==> config.mk <==
export PLATFORM = sky130hd
export DESIGN_NAME = infix_postfix_cvt
export DESIGN_NICKNAME = d
export VERILOG_FILES = /design/src/rtl/cvt_pkg.sv /design/src/rtl/cvt_rule.sv /design/src/rtl/cvt_stack.sv /design/src/rtl/cvt_outbuf.sv /design/src/rtl/infix_postfix_cvt.sv
export SDC_FILE = /design/constraint.sdc
export NUM_CORES = 1
export LEC_CHECK = 0
export BUFFER_PORTS_ARGS = -buffer_cell sky130_fd_sc_hd__clkbuf_2
export CORE_AREA = 3 3 100 102
export CTS_CLUSTER_SIZE = 28
export DETAILED_ROUTE_END_ITERATION = 16
export DIE_AREA = 0 0 103 105
export SLEW_MARGIN = 25
export SYNTH_ARGS = -nofsm -noshare
export SYNTH_HDL_FRONTEND = slang
export SYNTH_SLANG_ARGS = --single-unit
==> constraint.sdc <==
create_clock -name clk -period 9.3 [get_ports clk]
set_clock_uncertainty 0.1 [all_clocks]
set_input_delay 0.465 -clock clk [delete_from_list [all_inputs] [get_ports clk]]
set_output_delay 0.465 -clock clk [all_outputs]
set_load 0.005 [all_outputs]
==> src/rtl/cvt_pkg.sv <==
package cvt_pkg;

    localparam int KIND_W = 4;
    localparam int VAL_W  = 8;

    typedef logic [KIND_W-1:0] kind_t;
    typedef logic [VAL_W-1:0]  val_t;

    // Token kind codes seen at both ports
    localparam kind_t K_OPND  = 4'd0;
    localparam kind_t K_ADD   = 4'd1;
    localparam kind_t K_SUB   = 4'd2;
    localparam kind_t K_MUL   = 4'd3;
    localparam kind_t K_DIV   = 4'd4;
    localparam kind_t K_LPAR  = 4'd5;
    localparam kind_t K_RPAR  = 4'd6;
    localparam kind_t K_START = 4'd7;
    localparam kind_t K_END   = 4'd8;

    typedef enum logic [2:0] {
        ACT_PUSH,
        ACT_POP,
        ACT_DROP,
        ACT_EMIT,
        ACT_DONE,
        ACT_FAIL
    } act_e;

    typedef enum logic [1:0] {
        ST_IDLE,
        ST_RUN,
        ST_DONE,
        ST_FAIL
    } state_e;

    function automatic logic is_arith(kind_t k);
        return (k == K_ADD) || (k == K_SUB) || (k == K_MUL) || (k == K_DIV);
    endfunction

    function automatic logic is_tight(kind_t k);
        return (k == K_MUL) || (k == K_DIV);
    endfunction

endpackage

==> src/rtl/cvt_rule.sv <==
module cvt_rule
    import cvt_pkg::*;
(
    input  kind_t top_kind,
    input  kind_t in_kind,
    output act_e  act
);

    always_comb begin : p_rule
        act = ACT_FAIL;
        unique case (in_kind)
            K_OPND: act = ACT_EMIT;
            K_ADD, K_SUB: begin
                // loose operators release every stacked operator
                act = is_arith(top_kind) ? ACT_POP : ACT_PUSH;
            end
            K_MUL, K_DIV: begin
                // tight operators release only tight operators
                act = is_tight(top_kind) ? ACT_POP : ACT_PUSH;
            end
            K_LPAR: act = ACT_PUSH;
            K_RPAR: begin
                if (top_kind == K_LPAR)       act = ACT_DROP;
                else if (top_kind == K_START) act = ACT_FAIL;
                else                          act = ACT_POP;
            end
            K_END: begin
                if (top_kind == K_START)      act = ACT_DONE;
                else if (top_kind == K_LPAR)  act = ACT_FAIL;
                else                          act = ACT_POP;
            end
            default: act = ACT_FAIL;
        endcase
    end

endmodule

==> src/rtl/cvt_stack.sv <==
module cvt_stack
    import cvt_pkg::*;
#(
    parameter int DEPTH = 16
) (
    input  logic  clk,
    input  logic  rst_n,
    input  logic  clr,
    input  logic  push,
    input  logic  pop,
    input  kind_t din,
    output kind_t top,
    output logic  full
);

    localparam int CW = $clog2(DEPTH + 1);
    localparam int IW = (DEPTH > 1) ? $clog2(DEPTH) : 1;

    logic [CW-1:0]                cnt_q;
    logic [CW-1:0]                wr_ptr;
    logic [IW-1:0]                top_idx;
    logic [DEPTH-1:0][KIND_W-1:0] slots;

    assign wr_ptr  = clr ? '0 : cnt_q;
    assign top_idx = IW'(cnt_q - CW'(1));
    assign top     = slots[top_idx];
    assign full    = (cnt_q == CW'(DEPTH));

    always_ff @(posedge clk or negedge rst_n) begin : p_cnt
        if (!rst_n) begin
            cnt_q <= '0;
        end else if (clr) begin
            cnt_q <= push ? CW'(1) : '0;
        end else if (push) begin
            cnt_q <= cnt_q + CW'(1);
        end else if (pop) begin
            cnt_q <= cnt_q - CW'(1);
        end
    end

    for (genvar i = 0; i < DEPTH; i++) begin : g_slot
        kind_t entry_q;
        always_ff @(posedge clk) begin
            if (push && (wr_ptr == CW'(i))) begin
                entry_q <= din;
            end
        end
        assign slots[i] = entry_q;
    end

endmodule

==> src/rtl/cvt_outbuf.sv <==
module cvt_outbuf
    import cvt_pkg::*;
(
    input  logic  clk,
    input  logic  rst_n,
    input  logic  load,
    input  kind_t ld_kind,
    input  val_t  ld_val,
    output logic  free,
    input  logic  out_ready,
    output logic  out_valid,
    output kind_t out_kind,
    output val_t  out_val
);

    assign free = !out_valid || out_ready;

    always_ff @(posedge clk or negedge rst_n) begin : p_hold
        if (!rst_n) begin
            out_valid <= 1'b0;
            out_kind  <= K_OPND;
            out_val   <= '0;
        end else if (load) begin
            out_valid <= 1'b1;
            out_kind  <= ld_kind;
            out_val   <= ld_val;
        end else if (out_ready) begin
            out_valid <= 1'b0;
        end
    end

endmodule

==> src/rtl/infix_postfix_cvt.sv <==
module infix_postfix_cvt
    import cvt_pkg::*;
#(
    parameter int STACK_DEPTH = 16
) (
    input  logic                clk,
    input  logic                rst_n,
    input  logic                in_valid,
    output logic                in_ready,
    input  logic [KIND_W-1:0]   in_kind,
    input  logic [VAL_W-1:0]    in_val,
    output logic                out_valid,
    input  logic                out_ready,
    output logic [KIND_W-1:0]   out_kind,
    output logic [VAL_W-1:0]    out_val,
    output logic                done,
    output logic                error
);

    state_e state_q, state_d;
    act_e   act;

    logic  stk_clr, stk_push, stk_pop, stk_full;
    kind_t stk_din, stk_top;
    logic  ob_load, ob_free;
    kind_t ob_kind;
    val_t  ob_val;

    cvt_rule u_rule (
        .top_kind (stk_top),
        .in_kind  (in_kind),
        .act      (act)
    );

    cvt_stack #(.DEPTH(STACK_DEPTH)) u_stack (
        .clk   (clk),
        .rst_n (rst_n),
        .clr   (stk_clr),
        .push  (stk_push),
        .pop   (stk_pop),
        .din   (stk_din),
        .top   (stk_top),
        .full  (stk_full)
    );

    cvt_outbuf u_outbuf (
        .clk       (clk),
        .rst_n     (rst_n),
        .load      (ob_load),
        .ld_kind   (ob_kind),
        .ld_val    (ob_val),
        .free      (ob_free),
        .out_ready (out_ready),
        .out_valid (out_valid),
        .out_kind  (out_kind),
        .out_val   (out_val)
    );

    // state register
    always_ff @(posedge clk or negedge rst_n) begin : p_state
        if (!rst_n) state_q <= ST_IDLE;
        else        state_q <= state_d;
    end

    // transitions
    always_comb begin : p_next
        state_d = state_q;
        unique case (state_q)
            ST_IDLE: begin
                if (in_valid) state_d = (in_kind == K_START) ? ST_RUN : ST_FAIL;
            end
            ST_RUN: begin
                if (in_valid) begin
                    if ((act == ACT_PUSH) && stk_full) state_d = ST_FAIL;
                    else if (act == ACT_DONE)          state_d = ST_DONE;
                    else if (act == ACT_FAIL)          state_d = ST_FAIL;
                end
            end
            ST_DONE, ST_FAIL: begin
                if (in_valid && (in_kind == K_START)) state_d = ST_RUN;
            end
            default: state_d = ST_IDLE;
        endcase
    end

    // datapath controls
    always_comb begin : p_ctrl
        in_ready = 1'b0;
        stk_clr  = 1'b0;
        stk_push = 1'b0;
        stk_pop  = 1'b0;
        stk_din  = K_START;
        ob_load  = 1'b0;
        ob_kind  = in_kind;
        ob_val   = in_val;
        unique case (state_q)
            ST_IDLE: begin
                in_ready = 1'b1;
                stk_push = in_valid && (in_kind == K_START);
            end
            ST_RUN: begin
                unique case (act)
                    ACT_PUSH: begin
                        in_ready = 1'b1;
                        stk_push = in_valid && !stk_full;
                        stk_din  = in_kind;
                    end
                    ACT_POP: begin
                        if (ob_free) begin
                            stk_pop = in_valid;
                            ob_load = in_valid;
                            ob_kind = stk_top;
                            ob_val  = '0;
                        end
                    end
                    ACT_DROP: begin
                        in_ready = 1'b1;
                        stk_pop  = in_valid;
                    end
                    ACT_EMIT: begin
                        if (ob_free) begin
                            in_ready = 1'b1;
                            ob_load  = in_valid;
                            ob_val   = in_val;
                        end
                    end
                    ACT_DONE, ACT_FAIL: in_ready = 1'b1;
                    default: in_ready = 1'b0;
                endcase
            end
            ST_DONE, ST_FAIL: begin
                in_ready = 1'b1;
                if (in_valid && (in_kind == K_START)) begin
                    stk_clr  = 1'b1;
                    stk_push = 1'b1;
                end
            end
            default: in_ready = 1'b0;
        endcase
    end

    assign done  = (state_q == ST_DONE);
    assign error = (state_q == ST_FAIL);

endmodule

==> results.toml, run 1 <==
[route]
route.final.wire_length_um = 8437
drtIter0Drc = 172
route.detailed.vias_per_inst = 5.420
detail_route.first_pass.iterations = 5
dr_wl_cell_um = 17.80
detail_route.drc_violations = 0
via_count = 2569
ant_nets = 0

[run_status]
run_status = "finished clean"

[synth]
largest_area_contributor_in_the_synthesized_netlist = "edfxtp_1"
synthXorXnorAreaFrac = 0.004002
synthFlopType = "edfxtp_1"
synth_cells = 318
yosys-mux-area-fraction = 0.1222
synth_adder_area_share = 0.009236
synth_cell_types = 55
synthesized_area_fraction_occupied_by_and_or_nand_nor_cells = 0.1392
syn-cell-area_um2 = 4064
synth_top_family_by_area = "simple AND/OR/NAND/NOR gates"
syn_area_per_cell_um2 = 12.78
synth-async-reset-ratio = 0.2381
netlist.area_leader.share = 0.4729
ys_top_cells_by_area = "edfxtp_1, dfrtp_1, mux4_2"
synthesis.yosys.warnings = 0
synth-compound-area-share = 0.09360
synth-seq-area-share = 0.5961
post_synth_edffs = 64
ys_ff_latch = 84

[timing]
fin_tns_setup_ps = 0
worstMarginPinSlew_ps = 936.4
finalMaxSlewViolations = 0
rsz0062_at_grt = "false"
setup_viol_count_final = 0
final.min_clock_period_ps = 5821
hold_viol_final = 0
min_period_over_period = 0.6259
max_freq_mhz = 171.8
timing.max_slew.rel_slack = 0.3689

[floorplanning]
chipHeight_um = 105
floorplan.rows = 35
start_util = 0.4419
die-width_um = 103
design.die.area_um2 = 10820
ios = 32
coreArea_um2 = 9196

[power]
power_switching_uw = 393.4
power.internal_uw = 779.2
power.leakage_uw = 0.001767
pwr-share-comb = 0.354
cellPowerDensity_nw_per_um2 = 258.2
clockPowerShare = 0.246
power.sequential.fraction = 0.400
irDropWorstVdd_v = 0.00009551
power.switching_fraction = 0.3355

[flow_run]
cap_violations = 0

[cells_and_area]
utilization = 0.4939
register_area_um2 = 2424
final_layout_size_suffix_gt1_frac = 0.2149
layout.cells.non_filler = 474
multi_input_logic_area_um2 = 1556
fill_cells = 806
antenna_cells = 0
fin_nets = 377
syn2layout_area_growth_pct = 11.76

[worst_setup_path]
r2r_end = "u_stack.g_slot[5].entry_q[0]"
reg2reg_setup_slack_ps = 3480
worstSetupStartpointType = "register"
worst_r2r_path_depth = 11
critical_path_required_ps = 9210
crit_path_max_fanout = 22
worst_ep_arrival_time_ps = 5730
setup.worst_path.end_class = "register"
critical_path_class = "reg -> reg"
regToRegStartpoint = "u_stack.cnt_q[0]"

[placement]
placed_cells_incl_taps = 457
hpwl_um = 6069
io_buffer_count = 31
finalWeightedCongestion = 0.8378

[worst_hold_path]
worst_hold_path.endpoint = "u_outbuf.out_val[1]"
timing.hold.worst.class = "in -> reg"
hold_path.startpoint = "in_val[1]"
hold-path-cell-count = 3

[global_routing]
antenna_found_initial = 0
pin_count_of_the_biggest_net_entering_global_routing = 23
first_global_vias = 2509
grt_pass1_wl_um = 13480
globalRoute.totalOverflow = 0
total_routing_resource_utilization_after_global_routing = 0.1667

[cts]
tritoncts.num_buffers = 9
cts_num_sinks = 84
clk_transition_reported_paths_ps = 90
htree_num_levels = 3
cts-resized-gates = 0
cts_tree = "yes"
cts_root_buffer = "clkbuf_8"
clkLatencyLatePin_ps = 360
cts-root-to-sink-buffers = 2
[sequential cells by signal, indices dropped and copies added (netlist names)]
register,cells
u_stack.g_slot.entry_q,64
u_outbuf.out_val,8
u_stack.cnt_q,5
state_q,2
u_outbuf.out_valid,1
u_outbuf.out_kind,4
[cell families (layout without fill, tap and decap cells)]
family                   Yosys count  in the layout
other                              1             16
XOR/XNOR                           1              1
AND/OR/NAND/NOR                  115            115
adder cells (fa/ha/maj)            3              3
flip-flops                        84             84
AO/OA/AOI/OAI                     54             54
multiplexers                      32             32
buffers and inverters             28             58
[cell type report]
cell class              instances  share of cell area
flip-flops and latches         84              0.5336
multi-input cells             221              0.3427
repair buffers                 32             0.03636
well taps                     111             0.03058
clock buffers                   9             0.02727
clock inverters                 7             0.02121
inverters                      10            0.008264
[critical path, cell delays in order, from the launching register on]
cell and delay (ps):
dfrtp_2 730, inv_1 280, ha_1 990, mux2i_1 190
mux4_2 500, or3b_4 400, a21boi_4 220, a41o_1 210
o31ai_2 110, o41ai_2 870, nand4_1 410, nor2_1 440
[cell usage in the layout, fill, tap and decap left out, types with 3 or more instances in the layout]
master,instances
nand4_1,3
inv_6,3
inv_1,10
and2_1,3
o21ai_0,20
or3_1,3
a21oi_1,8
conb_1,16
nand2_1,36
edfxtp_1,64
nor2_1,29
mux4_2,14
ha_1,3
mux2i_1,17
and3_1,6
clkbuf_2,31
or2_2,5
dfrtp_1,19
o211ai_1,3
clkbuf_8,9
nand3_1,10
a31oi_1,3
o21bai_1,3
nor3_1,5
[metal layers]
metal | part of all wire | track usage
met1 | 0.47 | 0.2442
met3 | 0.051 | 0.03405
met5 | 0 | 0
met4 | 0.026 | 0.06568
met2 | 0.45 | 0.2420
[cell usage after synthesis, types with 5 or more instances]
master	instances
mux4_2	14
clkbuf_1	8
dfrtp_1	20
nand2_1	36
nor3_1	5
nand3_1	10
nor2_1	29
a21oi_1	8
edfxtp_1	64
o21ai_0	20
or2_2	5
and3_1	6
mux2i_1	17
inv_1	10
buf_2	5
[worst max path at each step]
stage / from / slack [ps] / depth (start not counted) / to
finish: u_stack.cnt_q[0] / 3480 / 11 / u_stack.g_slot[5].entry_q[0]
global route: u_stack.cnt_q[0] / 2950 / 11 / u_stack.g_slot[9].entry_q[3]
CTS: u_stack.cnt_q[0] / 2980 / 11 / u_stack.g_slot[5].entry_q[0]
detailed placement: u_stack.cnt_q[0] / 2950 / 11 / u_stack.g_slot[5].entry_q[2]
global placement: u_stack.cnt_q[0] / 3130 / 11 / u_stack.g_slot[5].entry_q[1]
floorplan: u_stack.cnt_q[0] / 5110 / 15 / u_stack.g_slot[0].entry_q[0]
[power groups by stage]
stage          registers (µW)  logic, µW  clock network [µW]
6_report                  469        415                 289
5_1_grt                   477        456                 311
3_3_place_gp              476        409                   0
3_5_place_dp              477        413                   0
4_1_cts                   469        415                 293
2_1_floorplan             451        360                   0
[stage by stage]
stage	area (µm²)	hold slack (ps)	setup WS, ps	power, µW
3_5_place_dp	4310	346.5	2949	890.7
6_report	4542	222.4	3479	1173
5_1_grt	4542	212.6	2946	1243
4_1_cts	4541	222.4	2979	1177
2_1_floorplan	4120	69.41	5113	810.7
3_3_place_gp	4310	349.4	3126	884.8
[timing repair]
item	CTS	global route
endpoints found under the hold margin	20	0
buffers inserted	0	0
hold buffers	1	0
Note: power is estimated with default switching activity, not from simulation.
==> run 2: changes to the inputs <==
Settings changed: ABC_AREA from default to 1, CORE_AREA 3 3 100 102 to 3 3 103 105, DIE_AREA 0 0 103 105 to 0 0 106 108.
Clock period 9.3 ns to 5.5 ns, I/O delays scaled along.
==> run 2 against run 1 <==
- utilization about the same
- critical path depth up 4
- wire length is 19% higher
- fmax rose by 36%
- worst setup slack worse by 2200 ps
- register-to-register slack got worse by 2200 ps
- critical endpoint is now u_stack.g_slot[11].entry_q[2]
- highest routed layer unchanged
==> results.toml, run 2 <==
[worst_hold_path]
worst_hold_path.endpoint = "u_outbuf.out_val[3]"
hold-path-cell-count = 3
hold_path.startpoint = "in_val[3]"
timing.hold.worst.class = "in -> reg"

[route]
route.detailed.vias_per_inst = 5.065
via_count = 3358
ant_nets = 0
route.final.wire_length_um = 10080
drtIter0Drc = 257
detail_route.first_pass.iterations = 5
dr_wl_cell_um = 15.20
detail_route.drc_violations = 0

[cts]
tritoncts.num_buffers = 9
htree_num_levels = 3
clk_transition_reported_paths_ps = 90
clkLatencyLatePin_ps = 360
cts-root-to-sink-buffers = 2
cts_tree = "yes"
cts_root_buffer = "clkbuf_8"
cts_setup_buffers = 0
cts_num_sinks = 84

[worst_setup_path]
critical_path.cell_chain = "inv_6 > ha_1 > inv_1 > nor2_1 > o21ai_1 > nand3_1 > nand3_1 > nand2_2 > nor2_8 > nand2_1 > nand2_2 > nor2_2 > inv_2 > nor2_2 > nand3_1"
regToRegStartpoint = "u_stack.cnt_q[0]"
crit_path_max_fanout = 36
worst_r2r_path_depth = 15
critical_path_class = "reg -> reg"
worstSetupStartpointType = "register"
critical_path_required_ps = 5260
critPathBufInv = 3
cp_common_cell = "nand3_1"
worst_ep_arrival_time_ps = 4030
reg2reg_setup_slack_ps = 1230
master_of_the_slowest_instance_on_the_critical_path = "ha_1"
top_cell_family_by_delay_on_the_critical_path = "simple AND/OR/NAND/NOR gates"
r2r_end = "u_stack.g_slot[11].entry_q[2]"
slowest_delay_ps = 750
setup.worst_path.end_class = "register"

[global_routing]
met3_usage = 0.03522
globalRoute.totalOverflow = 0
grt_most_used_layer = "met2"
antenna_found_initial = 0
total_routing_resource_utilization_after_global_routing = 0.1846
pin_count_of_the_biggest_net_entering_global_routing = 37
use_met2 = 0.2855
use_met1 = 0.2609
grt_pass1_wl_um = 16240
first_global_vias = 3192

[timing]
hold_viol_final = 0
fin_worst_hold_slack_ps = 36.31
rsz0062_at_grt = "false"
finalMaxSlewViolations = 0
min_period_over_period = 0.7764
timing.max_slew.rel_slack = 0.4737
max_freq_mhz = 234.2
worstMarginPinSlew_ps = 787.2
setup_viol_count_final = 0
fin_tns_setup_ps = 0
final.min_clock_period_ps = 4270

[floorplanning]
die-width_um = 106
floorplan.rows = 36
design.die.area_um2 = 11450
ios = 32
coreArea_um2 = 9729
start_util = 0.4451
chipHeight_um = 108

[cells_and_area]
largest_reg_flops = 64
final_cell_mix = "nand2_1, nand3_1, edfxtp_1"
top_regs = "u_stack.g_slot.entry_q x64, u_outbuf.out_val x8, u_stack.cnt_q x5"
syn2layout_area_growth_pct = 10.92
final_common_cell = "nand2_1"
final_layout_size_suffix_gt1_frac = 0.1623
fin_nets = 544
antenna_cells = 0
registers.top_by_ff_count = "u_stack.g_slot.entry_q"

[placement]
io_buffer_count = 31
finalWeightedCongestion = 0.9610
hpwl_um = 7272

[synth]
ys_ff_latch = 84
yosys-top-cells-count = "nand2_1, nand3_1, edfxtp_1"
largest_area_contributor_in_the_synthesized_netlist = "edfxtp_1"
synth-seq-area-share = 0.5594
ys_top_cells_by_area = "edfxtp_1, nand2_1, dfrtp_1"
synthesis.yosys.warnings = 0
syn_area_per_cell_um2 = 9.022
yosysMostFrequentCell = "nand2_1"
netlist.area_leader.share = 0.4438
synth_cells = 480
synth_cell_types = 36
syn-cell-area_um2 = 4330
post_synth_edffs = 64
synth-async-reset-ratio = 0.2381
synthFlopType = "edfxtp_1"

[power]
power.leakage_uw = 0.002141
cellPowerDensity_nw_per_um2 = 499.2
irDropWorstVdd_v = 0.0001687

[run_status]
run_status = "finished clean"

[flow_run]
cap_violations = 0
-- run 2: cell types whose count changed after synthesis, moves of 6 or more --
cell / before / now
mux2i_1: 17 / 0
clkbuf_1: 8 / 0
nor2_1: 29 / 37
nand2_2: 0 / 19
inv_1: 10 / 46
nand3_1: 10 / 72
mux4_2: 14 / 0
o21ai_0: 20 / 9
nand2_1: 36 / 147
and3_1: 6 / 0
-- run 2: tightest hold or removal path, cell delays in order --
cell and delay, ps:
clkbuf_2 80, nand3_1 60, nand2_1 40
-- run 2: metrics by stage --
step                worst slack (ps)  cell area (µm²)  instances  utilization  power, µW
global route                   835.6             4803        663       0.4937       2588
CTS                             1258             4803        663       0.4937       2396
finish                          1230             4803        663       0.4937       2398
detailed placement              1248             4583        645       0.4711       1958
floorplan                       2317             4387        495            -       1727
global placement                1391             4583        645       0.4711       1950
-- run 2: area by class of cell --
cell class,count,area [µm²]
fill,981,4926
sequential,84,2422
multi-input combinational,343,1623
inverter,53,209.0
timing repair buffer,34,182.7
tap,133,166.4
clock buffer,9,123.9
clock inverter,7,76.32
-- run 2: power breakdown --
| group | internal [µW] | total [µW] | leakage [µW] | switching (µW) |
|---|---|---|---|---|
| Clock | 180 | 437 | 0.000102 | 257 |
| Combinational | 360 | 1150 | 0.00119 | 788 |
| Sequential | 749 | 813 | 0.000845 | 63.9 |
-- run 2: kinds of logic (layout without fill, tap and decap cells) --
logic type	count (synthesis)	after routing	share of synthesized area
buffers and inverters	68	103	0.07888
other	1	16	0.0008660
adders and majority gates	3	3	0.008669
xor gates and xnor gates	4	4	0.008092
AOI/OAI and AO/OA	23	23	0.03005
and+or+nand+nor	297	297	0.3141
DFF	84	84	0.5594
-- run 2: how the worst max path moves through the flow --
stage	slack [ps]	start	depth (start not counted)	end
after floorplan	2320	u_stack.cnt_q[0]	20	u_stack.g_slot[0].entry_q[0]
after global placement	1390	u_stack.cnt_q[0]	15	u_stack.g_slot[4].entry_q[0]
after detailed placement	1250	u_stack.cnt_q[0]	15	u_stack.g_slot[9].entry_q[2]
after CTS	1260	u_stack.cnt_q[0]	15	u_stack.g_slot[11].entry_q[2]
after global routing	840	u_stack.cnt_q[0]	15	u_stack.g_slot[11].entry_q[0]
final	1230	u_stack.cnt_q[0]	15	u_stack.g_slot[11].entry_q[2]
-- run 2: repair_timing --
action | in CTS | in global routing
endpoints found under the hold margin | 21 | 0
hold buffers | 2 | 0
resized for setup | 0 | 0
-- run 2: metal layers --
layer	wire length, µm	vias up
met4	184	0
li1	-	1648
met5	0	-
met3	577	16
met1	4653	1594
met2	4661	100
==> run 3: changes to the inputs <==
Clock period 5.5 ns to 4.3 ns, I/O delays scaled along.
==> run 3 against run 2 <==
- flip-flop and latch count unchanged
- non-clock buffer count up 12
- wire length down 0.49%
- via count down 0.21%
- first-iteration DRC count up 46%
- final area up 3.0%
- fmax up 16%
- combinational power up 28%
- total power up 32%
- critical endpoint is now u_stack.g_slot[9].entry_q[0]
- critical path type unchanged
- final cell count up 1.8%
- critical path depth up 2
==> results.toml, run 3 (synthesis gave the netlist of run 2 again) <==
[route]
route.final.wire_length_um = 10030
via_count = 3351
drtIter0Drc = 375
route.detailed.vias_per_inst = 4.964
detail_route.drc_violations = 0
dr_wl_cell_um = 14.86
detail_route.first_pass.iterations = 5
ant_nets = 0

[timing]
final.min_clock_period_ps = 3692
setup_viol_count_final = 0
fin_worst_hold_slack_ps = 203.1
worstMarginPinSlew_ps = 548.0
rsz0062_at_grt = "false"
hold_viol_final = 0
fin_tns_setup_ps = 0
finalMaxSlewViolations = 0
timing.max_slew.rel_slack = 0.6333
max_freq_mhz = 270.9
min_period_over_period = 0.8585

[worst_setup_path]
critical_path_required_ps = 4240
worst_ep_arrival_time_ps = 3630
setup.worst_path.end_class = "register"
r2r_end = "u_stack.g_slot[9].entry_q[0]"
reg2reg_setup_slack_ps = 610
worst_r2r_path_depth = 17
critical_path_class = "reg -> reg"
regToRegStartpoint = "u_stack.cnt_q[0]"
crit_path_max_fanout = 36
worstSetupStartpointType = "register"

[worst_hold_path]
timing.hold.worst.class = "in -> reg"
hold-path-cell-count = 5
worst_hold_path.endpoint = "u_outbuf.out_kind[3]"
hold_path.startpoint = "in_kind[0]"

[global_routing]
use_met2 = 0.2887
total_routing_resource_utilization_after_global_routing = 0.1874
globalRoute.totalOverflow = 0
pin_count_of_the_biggest_net_entering_global_routing = 37
grt_pass1_wl_um = 16370
first_global_vias = 3141
met3_usage = 0.03940
use_met1 = 0.2576
grt_most_used_layer = "met2"
antenna_found_initial = 0

[cells_and_area]
multi_input_logic_area_um2 = 1623
antenna_cells = 0
registers.top_by_ff_count = "u_stack.g_slot.entry_q"
register_area_um2 = 2422
fin_nets = 556
final_layout_size_suffix_gt1_frac = 0.1661
final_cell_mix = "nand2_1, nand3_1, edfxtp_1"
largest_reg_flops = 64
syn2layout_area_growth_pct = 14.22
utilization = 0.5084
fill_cells = 931
finish.instance_area_um2 = 4946
final_common_cell = "nand2_1"
top_regs = "u_stack.g_slot.entry_q x64, u_outbuf.out_val x8, u_stack.cnt_q x5"

[floorplanning]
design.die.area_um2 = 11450
floorplan.rows = 36
coreArea_um2 = 9729
die-width_um = 106
chipHeight_um = 108
start_util = 0.4451
ios = 32

[cts]
tritoncts.num_buffers = 9
htree_num_levels = 3
cts_num_sinks = 84
clk_transition_reported_paths_ps = 90
cts-root-to-sink-buffers = 2
clkLatencyLatePin_ps = 380
cts_setup_buffers = 0
cts_tree = "yes"
cts_root_buffer = "clkbuf_8"

[power]
irDropWorstVdd_v = 0.0002470
power.switching_fraction = 0.4422
power.leakage_uw = 0.002207
power.internal_uw = 1771
power.sequential.fraction = 0.328
clockPowerShare = 0.207
pwr-share-comb = 0.465
power_switching_uw = 1403
cellPowerDensity_nw_per_um2 = 641.8

[placement]
hpwl_um = 7130
io_buffer_count = 31
placed_cell_area_um2 = 4613
finalWeightedCongestion = 0.8786

[run_status]
run_status = "finished clean"

[flow_run]
cap_violations = 0
[run 3: area by class of cell]
type,count,share of cell area
Sequential cell,84,0.4898
Multi-Input combinational cell,343,0.3281
Timing Repair Buffer,46,0.05920
Inverter,53,0.04225
Tap cell,133,0.03365
Clock buffer,9,0.02504
Clock inverter,7,0.02201
[run 3: how the worst max path moves through the flow]
stage	slack, ps	from	endpoint
2_1_floorplan	1120	u_stack.cnt_q[0]	u_stack.g_slot[0].entry_q[0]
3_3_place_gp	700	u_stack.cnt_q[0]	u_stack.g_slot[9].entry_q[3]
3_5_place_dp	630	u_stack.cnt_q[0]	u_stack.g_slot[9].entry_q[0]
4_1_cts	600	u_stack.cnt_q[0]	u_stack.g_slot[9].entry_q[0]
5_1_grt	220	u_stack.cnt_q[0]	u_stack.g_slot[9].entry_q[0]
6_report	610	u_stack.cnt_q[0]	u_stack.g_slot[9].entry_q[0]
[run 3: repair_timing]
item / CTS / global route
endpoints found under the hold margin: 29 / 0
hold buffers: 10 / 0
endpoints found under the setup margin: 0 / 0
gates resized for setup: 0 / 0
[run 3: power by group through the flow]
stage          Clock [µW]  Sequential (µW)  Combinational, µW
2_1_floorplan           0             1030               1180
3_3_place_gp            0             1060               1450
3_5_place_dp            0             1060               1460
4_1_cts               677             1040               1470
5_1_grt               709             1050               1660
6_report              658             1040               1470
[run 3: per-stage QoR]
step           setup slack (ps)  instances  power [µW]
5_1_grt                   217.3        675        3422
4_1_cts                   602.9        675        3189
3_5_place_dp              629.0        649        2517
6_report                  608.3        675        3174
2_1_floorplan              1117        495        2209
3_3_place_gp              695.0        649        2510
[run 3: critical path, cell delays in order (launching register included)]
cell and delay (ps):
dfrtp_1 430, inv_6 220, ha_1 290, inv_1 330, nand3_1 120, nand3_1 110, nand2_1 60, nand2_1 70
nand2_1 100, nand3_1 100, nand2_1 50, nand2_1 80, nand2_2 80, nor2_2 220, nand4_4 170, nand2_4 150
nand4_1 270, nor2_1 400
[run 3: per-layer routing]
layer | part of all wire | up-vias
met5 | 0 | -
met4 | 0.023 | 0
met3 | 0.058 | 16
met2 | 0.46 | 106
met1 | 0.46 | 1555
li1 | - | 1674
